<file path="src/rtl/biq_pkg.sv">
package biq_pkg;

  // Per-stage command shared by the half stage and the ring.
  typedef enum logic [1:0] {
    CMD_HOLD  = 2'd0,
    CMD_STEP  = 2'd1,
    CMD_CLEAR = 2'd2
  } biq_cmd_e;

endpackage

</file>
<file path="src/rtl/biq_half.sv">
module biq_half
  import biq_pkg::*;
(
  input  logic     clk,
  input  logic     rst_n,
  input  biq_cmd_e cmd_i,
  output logic     half_o
);

  logic half_q;
  logic half_d;

  always_comb begin
    half_d = half_q;
    case (cmd_i)
      CMD_CLEAR: half_d = 1'b0;
      CMD_STEP:  half_d = ~half_q;
      default:   half_d = half_q;
    endcase
  end

  always_ff @(posedge clk or negedge rst_n) begin
    if (!rst_n) half_q <= 1'b0;
    else        half_q <= half_d;
  end

  assign half_o = half_q;

  // an accepted step flips the divide-by-two bit
  p_half_flip_r3: assert property (@(posedge clk) disable iff (!rst_n)
    (cmd_i == CMD_STEP) |=> (half_q == !$past(half_q)));

  // clear drives the half bit low
  p_half_clear_r7: assert property (@(posedge clk) disable iff (!rst_n)
    (cmd_i == CMD_CLEAR) |=> !half_q);

endmodule

</file>
<file path="src/rtl/biq_ring.sv">
module biq_ring
  import biq_pkg::*;
#(
  parameter int RING_LEN = 5
) (
  input  logic                clk,
  input  logic                rst_n,
  input  biq_cmd_e            cmd_i,
  output logic [RING_LEN-1:0] ring_o,
  output logic                last_o
);

  localparam logic [RING_LEN-1:0] HOME = {{(RING_LEN-1){1'b0}}, 1'b1};

  logic [RING_LEN-1:0] ring_q;
  logic [RING_LEN-1:0] ring_d;
  logic                legal;

  // exactly one hot bit
  always_comb begin
    int hot;
    hot = 0;
    for (int i = 0; i < RING_LEN; i++) begin
      if (ring_q[i]) hot = hot + 1;
    end
    legal = (hot == 1);
  end

  always_comb begin
    ring_d = ring_q;
    if (cmd_i == CMD_CLEAR || !legal) begin
      ring_d = HOME;
    end else if (cmd_i == CMD_STEP) begin
      ring_d = {ring_q[RING_LEN-2:0], ring_q[RING_LEN-1]};
    end
  end

  always_ff @(posedge clk or negedge rst_n) begin
    if (!rst_n) ring_q <= HOME;
    else        ring_q <= ring_d;
  end

  assign ring_o = ring_q;
  assign last_o = ring_q[RING_LEN-1];

  // the ring carries a single hot bit
  p_ring_onehot_r8: assert property (@(posedge clk) disable iff (!rst_n)
    $onehot(ring_q));

  // no step and no clear leaves a legal ring untouched
  p_ring_hold_r6: assert property (@(posedge clk) disable iff (!rst_n)
    (cmd_i == CMD_HOLD && $onehot(ring_q)) |=> $stable(ring_q));

  // clear returns the ring to position zero
  p_ring_clear_r7: assert property (@(posedge clk) disable iff (!rst_n)
    (cmd_i == CMD_CLEAR) |=> (ring_q == HOME));

endmodule

</file>
<file path="src/rtl/biq_encode.sv">
module biq_encode #(
  parameter int RING_LEN = 5,
  parameter int DIG_W    = 4
) (
  input  logic [RING_LEN-1:0] ring_i,
  input  logic                half_i,
  output logic [DIG_W-1:0]    digit_o
);

  localparam int POS_W = DIG_W - 1;

  logic [POS_W-1:0] pos;

  // OR together the indices of hot bits; a single hot bit yields its index
  always_comb begin
    pos = '0;
    for (int i = 0; i < RING_LEN; i++) begin
      if (ring_i[i]) pos = pos | POS_W'(i);
    end
  end

  assign digit_o = {pos, half_i};

endmodule

</file>
<file path="src/rtl/biq_decade.sv">
module biq_decade
  import biq_pkg::*;
#(
  parameter int RING_LEN = 5,
  parameter int DIG_W    = $clog2(RING_LEN) + 1
) (
  input  logic             clk,
  input  logic             rst_n,
  input  logic             cnt_i,
  input  logic             en_i,
  input  logic             clr_i,
  output logic [DIG_W-1:0] digit_o,
  output logic             carry_o
);

  localparam int MODULUS = 2 * RING_LEN;

  logic                accept;
  logic                half_q;
  logic [RING_LEN-1:0] ring_q;
  logic                ring_last;
  logic                wrap;
  biq_cmd_e            half_cmd;
  biq_cmd_e            ring_cmd;
  logic                carry_q;
  logic                carry_d;

  assign accept = cnt_i & en_i;

  always_comb begin
    if (clr_i)       half_cmd = CMD_CLEAR;
    else if (accept) half_cmd = CMD_STEP;
    else             half_cmd = CMD_HOLD;
  end

  always_comb begin
    if (clr_i)                 ring_cmd = CMD_CLEAR;
    else if (accept && half_q) ring_cmd = CMD_STEP;
    else                       ring_cmd = CMD_HOLD;
  end

  biq_half u_half (
    .clk    (clk),
    .rst_n  (rst_n),
    .cmd_i  (half_cmd),
    .half_o (half_q)
  );

  biq_ring #(.RING_LEN(RING_LEN)) u_ring (
    .clk    (clk),
    .rst_n  (rst_n),
    .cmd_i  (ring_cmd),
    .ring_o (ring_q),
    .last_o (ring_last)
  );

  biq_encode #(.RING_LEN(RING_LEN), .DIG_W(DIG_W)) u_encode (
    .ring_i  (ring_q),
    .half_i  (half_q),
    .digit_o (digit_o)
  );

  assign wrap = accept & half_q & ring_last;

  always_comb begin
    carry_d = wrap & ~clr_i;
  end

  always_ff @(posedge clk or negedge rst_n) begin
    if (!rst_n) carry_q <= 1'b0;
    else        carry_q <= carry_d;
  end

  assign carry_o = carry_q;

  // digit stays within the decade
  p_digit_bcd_r9: assert property (@(posedge clk) disable iff (!rst_n)
    (int'(digit_o) < MODULUS));

  // carry appears only with a zero digit
  p_carry_zero_r4: assert property (@(posedge clk) disable iff (!rst_n)
    carry_o |-> (digit_o == '0));

  // carry never lasts two cycles
  p_carry_single_r4: assert property (@(posedge clk) disable iff (!rst_n)
    carry_o |=> !carry_o);

  // disabled decade holds and stays quiet
  p_enable_hold_r5: assert property (@(posedge clk) disable iff (!rst_n)
    (!en_i && !clr_i) |=> ($stable(digit_o) && !carry_o));

  // clear wins over counting
  p_clear_zero_r7: assert property (@(posedge clk) disable iff (!rst_n)
    clr_i |=> (digit_o == '0 && !carry_o));

  // an accepted event changes the digit
  p_step_moves_r2: assert property (@(posedge clk) disable iff (!rst_n)
    (accept && !clr_i) |=> (digit_o != $past(digit_o)));

endmodule

</file>
<file path="config.mk">
export PLATFORM = sky130hd
export DESIGN_NAME = biq_decade
export DESIGN_NICKNAME = d
export VERILOG_FILES = /design/src/rtl/biq_pkg.sv /design/src/rtl/biq_half.sv /design/src/rtl/biq_ring.sv /design/src/rtl/biq_encode.sv /design/src/rtl/biq_decade.sv
export SDC_FILE = /design/constraint.sdc
export NUM_CORES = 1
export LEC_CHECK = 0
export CAP_MARGIN = 20
export CORE_AREA = 2 2 39 41
export DETAILED_ROUTE_END_ITERATION = 16
export DIE_AREA = 0 0 41 43
export HOLD_SLACK_MARGIN = 0.08
export PLACE_DENSITY_LB_ADDON = 0.25
export SLEW_MARGIN = 25
export SYNTH_ARGS = -nofsm -noshare
export SYNTH_HDL_FRONTEND = slang
export SYNTH_HIERARCHICAL = 1
export SYNTH_SLANG_ARGS = --single-unit
</file>
<file path="constraint.sdc">
create_clock -name clk -period 3.2 [get_ports clk]
set_input_delay 0.64 -clock clk [delete_from_list [all_inputs] [get_ports clk]]
set_output_delay 0.64 -clock clk [all_outputs]
set_load 0.005 [all_outputs]
</file>
==> results.json <==
{
  "outcome": "complete, no violations",
  "gp_congestion": 0.706,
  "ctsLongestPathBuffers": 2,
  "post-route-worst-setup-slack_ns": 0.317,
  "synth-seq-cells": 7,
  "antennaDiodeCount": 0,
  "crit_start": "u_ring/ring_o[0]",
  "hold_class": "flip-flop to flip-flop",
  "grtUsageTotal": 0.140,
  "portBuffers": 9,
  "detail-route-antenna-nets": 0,
  "die_h_um": 43,
  "crit_fanout": 5,
  "setup_viol": 0,
  "cts_tree": "yes",
  "routed_via_density": 5.03,
  "syn_inst": 69,
  "dp_hpwl_um": 784,
  "dpl_worst_slack_ns": 0.147,
  "core_sq_mm": 0.00138,
  "start_util": 0.446,
  "crit_path_end_kind": "flip-flop",
  "grt_pass1_vias": 429,
  "clkSlewWorstSetupHoldPaths_ns": 0.05,
  "clock-sinks": 7,
  "first_pass_iters": 3,
  "power_density_mw_per_mm2": 241,
  "power_leakage_nw": 0.324,
  "tns_ns": 0,
  "drt_iter0_drc": 6,
  "fillers": 130,
  "syn_area_sq_um": 617,
  "clk_latency_ns": 0.24,
  "rrSetupSlack_ns": 0.32,
  "min_from": "u_half/half_o",
  "fin_nets": 89,
  "grt_antenna_before_repair": 0,
  "fmax_mhz": 347,
  "crit_type": "flip-flop to flip-flop",
  "drcViolationCount": 0,
  "num_io_pins": 10,
  "detailroute.via_count": 473,
  "grt_pass1_wl_um": 1690,
  "slew_headroom": 0.627,
  "fin_worst_skew_ns": 0.000521,
  "die-width_um": 41,
  "yosysTopAreaCellShare": 0.243,
  "finalHoldViolations": 0,
  "synth_warnings": 6,
  "cts_made_buffers": 3,
  "grt_overflow_total": 0,
  "syn_avg_cell_area_sq_um": 8.94,
  "synthTopCellsByArea": "dfrtp_1, ha_1, mux2i_1",
  "htreeDepth": 1,
  "cp.arrival_ns": 3.05,
  "tightestPinTransition_ns": 0.558,
  "critPathLaunchType": "flip-flop",
  "final.min_clock_period_ns": 2.88,
  "fin_crit_sh": 0.901,
  "clockRootBuffer": "clkbuf_4",
  "slew_violations": 0,
  "synth_top_area_cell": "dfrtp_1",
  "grt_max_degree": 16,
  "finalWirelength_um": 999,
  "ir_drop_mv": 0.232,
  "syn_nets": 79,
  "seq_area_frac_synth": 0.286,
  "drive_above_1_share": 0.192,
  "fp.dieArea_sq_mm": 0.00176,
  "wire_per_inst_um": 10.6,
  "ys_types": 34,
  "cp.required_ns": 3.37,
  "placementRows": 14,
  "cap_viol_max_count": 0,
  "r2r-start": "u_ring/ring_o[0]",
  "hold_slack_ns": 0.523,
  "area_growth_pct": 22.9,
  "rsz0062_at_grt": "no"
}
worst paths after layout:
kind                                     to  cells after the start
setup / recovery           u_ring/ring_o[0]                     12
min in group asynchronous           carry_o                      1
hold reg to reg               u_half/half_o                      2
setup reg to reg           u_ring/ring_o[0]                     12
max in group asynchronous  u_ring/ring_o[0]                      1
hold / removal                u_half/half_o                      2
critical path: stages (launching register included):
cell	delay (ns)
dfstp_2	0.54
inv_1	0.08
ha_4	0.25
xnor2_2	0.17
inv_1	0.10
ha_1	0.31
mux2_2	0.27
ha_1	0.29
nor2_1	0.09
a21oi_1	0.09
o32ai_2	0.15
o221ai_2	0.18
a211o_1	0.29
state kept, by name (all words and copies together) (netlist names):
register and count:
carry_o 1, u_half/half_o 1, u_ring/ring_o 5
placed cells by master (no fill, tap or decap):
master,Yosys,layout
nor4_1,1,1
mux2i_1,4,4
or2_1,2,2
dfrtp_1,6,6
nor4b_1,1,1
dfstp_2,1,1
nor3b_1,1,1
xor2_1,1,1
clkinv_2,0,1
clkdlybuf4s50_1,0,9
nor2b_1,1,1
o21ai_2,1,1
and2_1,1,1
nor3_1,1,1
a211o_1,1,1
nor4bb_1,2,2
nor2_1,8,8
and4_1,2,2
ha_4,0,1
nand2b_1,2,2
and3_1,1,1
clkbuf_4,0,3
o32ai_2,0,1
mux2_2,1,1
nand2_1,3,3
ha_1,5,4
a21oi_1,4,4
and3b_2,1,1
inv_1,5,5
xnor2_2,0,1
o221ai_2,1,1
and3b_1,1,1
xnor2_1,2,1
nand3_1,1,1
buf_4,3,3
per-layer routing:
| layer | track usage | part of all wire |
|---|---|---|
| met1 | 0.195 | 0.52 |
| met2 | 0.200 | 0.47 |
| met3 | 0.0366 | 0.015 |
| met4 | 0.0600 | 0 |
| met5 | 0 | 0 |
Yosys cell counts (all sizes together):
master  count
o32ai       1
a211o       1
ha          5
clkbuf      1
nor2b       1
nor3        1
xnor2       2
or2         2
nand2       3
and3        1
nor3b       1
mux2i       4
nand3       1
o21ai       1
inv         5
nor4bb      2
o221ai      1
dfstp       1
and3b       2
and4        2
nor2        8
nor4        1
buf         6
nor4b       1
dfrtp       6
nand2b      2
mux2        1
and2        1
xor2        1
a21oi       4
where the power goes:
part	internal (mW)	leakage, nW	switching [mW]
sequential	0.0895	0.0941	0.000604
combinational	0.00987	0.212	0.00737
clock	0.0454	0.0177	0.0301
total	0.145	0.324	0.0381
timing repair:
item,in CTS,in global routing
endpoints found under the setup margin,0,5
hold buffers,0,0
gates resized for setup,0,3
buffers inserted,0,1
cells by family after synthesis:
kind of cell	count (synthesis)	synth area share
xor+xnor	3	0.0426
simple gates	29	0.282
buf+inv	12	0.105
mux	5	0.0832
fa+ha+maj	5	0.101
flops	7	0.286
compound gates	8	0.0994
final cells by class:
| class | instances | area, sq um | area share |
|---|---|---|---|
| Clock inverter | 1 | 5.00 | 0.00660 |
| Multi-Input combinational cell | 50 | 403 | 0.531 |
| Sequential cell | 7 | 176 | 0.233 |
| Inverter | 5 | 18.8 | 0.0248 |
| Tap cell | 16 | 20.0 | 0.0264 |
| Timing Repair Buffer | 12 | 113 | 0.149 |
| Clock buffer | 3 | 22.5 | 0.0297 |
through the flow:
step                 util  cells  total power, mW  area, sq um
floorplan               -     69           0.0996          617
global placement    0.503     89            0.108          696
detailed placement  0.503     89            0.108          696
CTS                 0.523     93            0.187          723
global route        0.548     94            0.195          758
finish              0.548     94            0.183          758
Note: power is estimated with default switching activity, not from simulation.
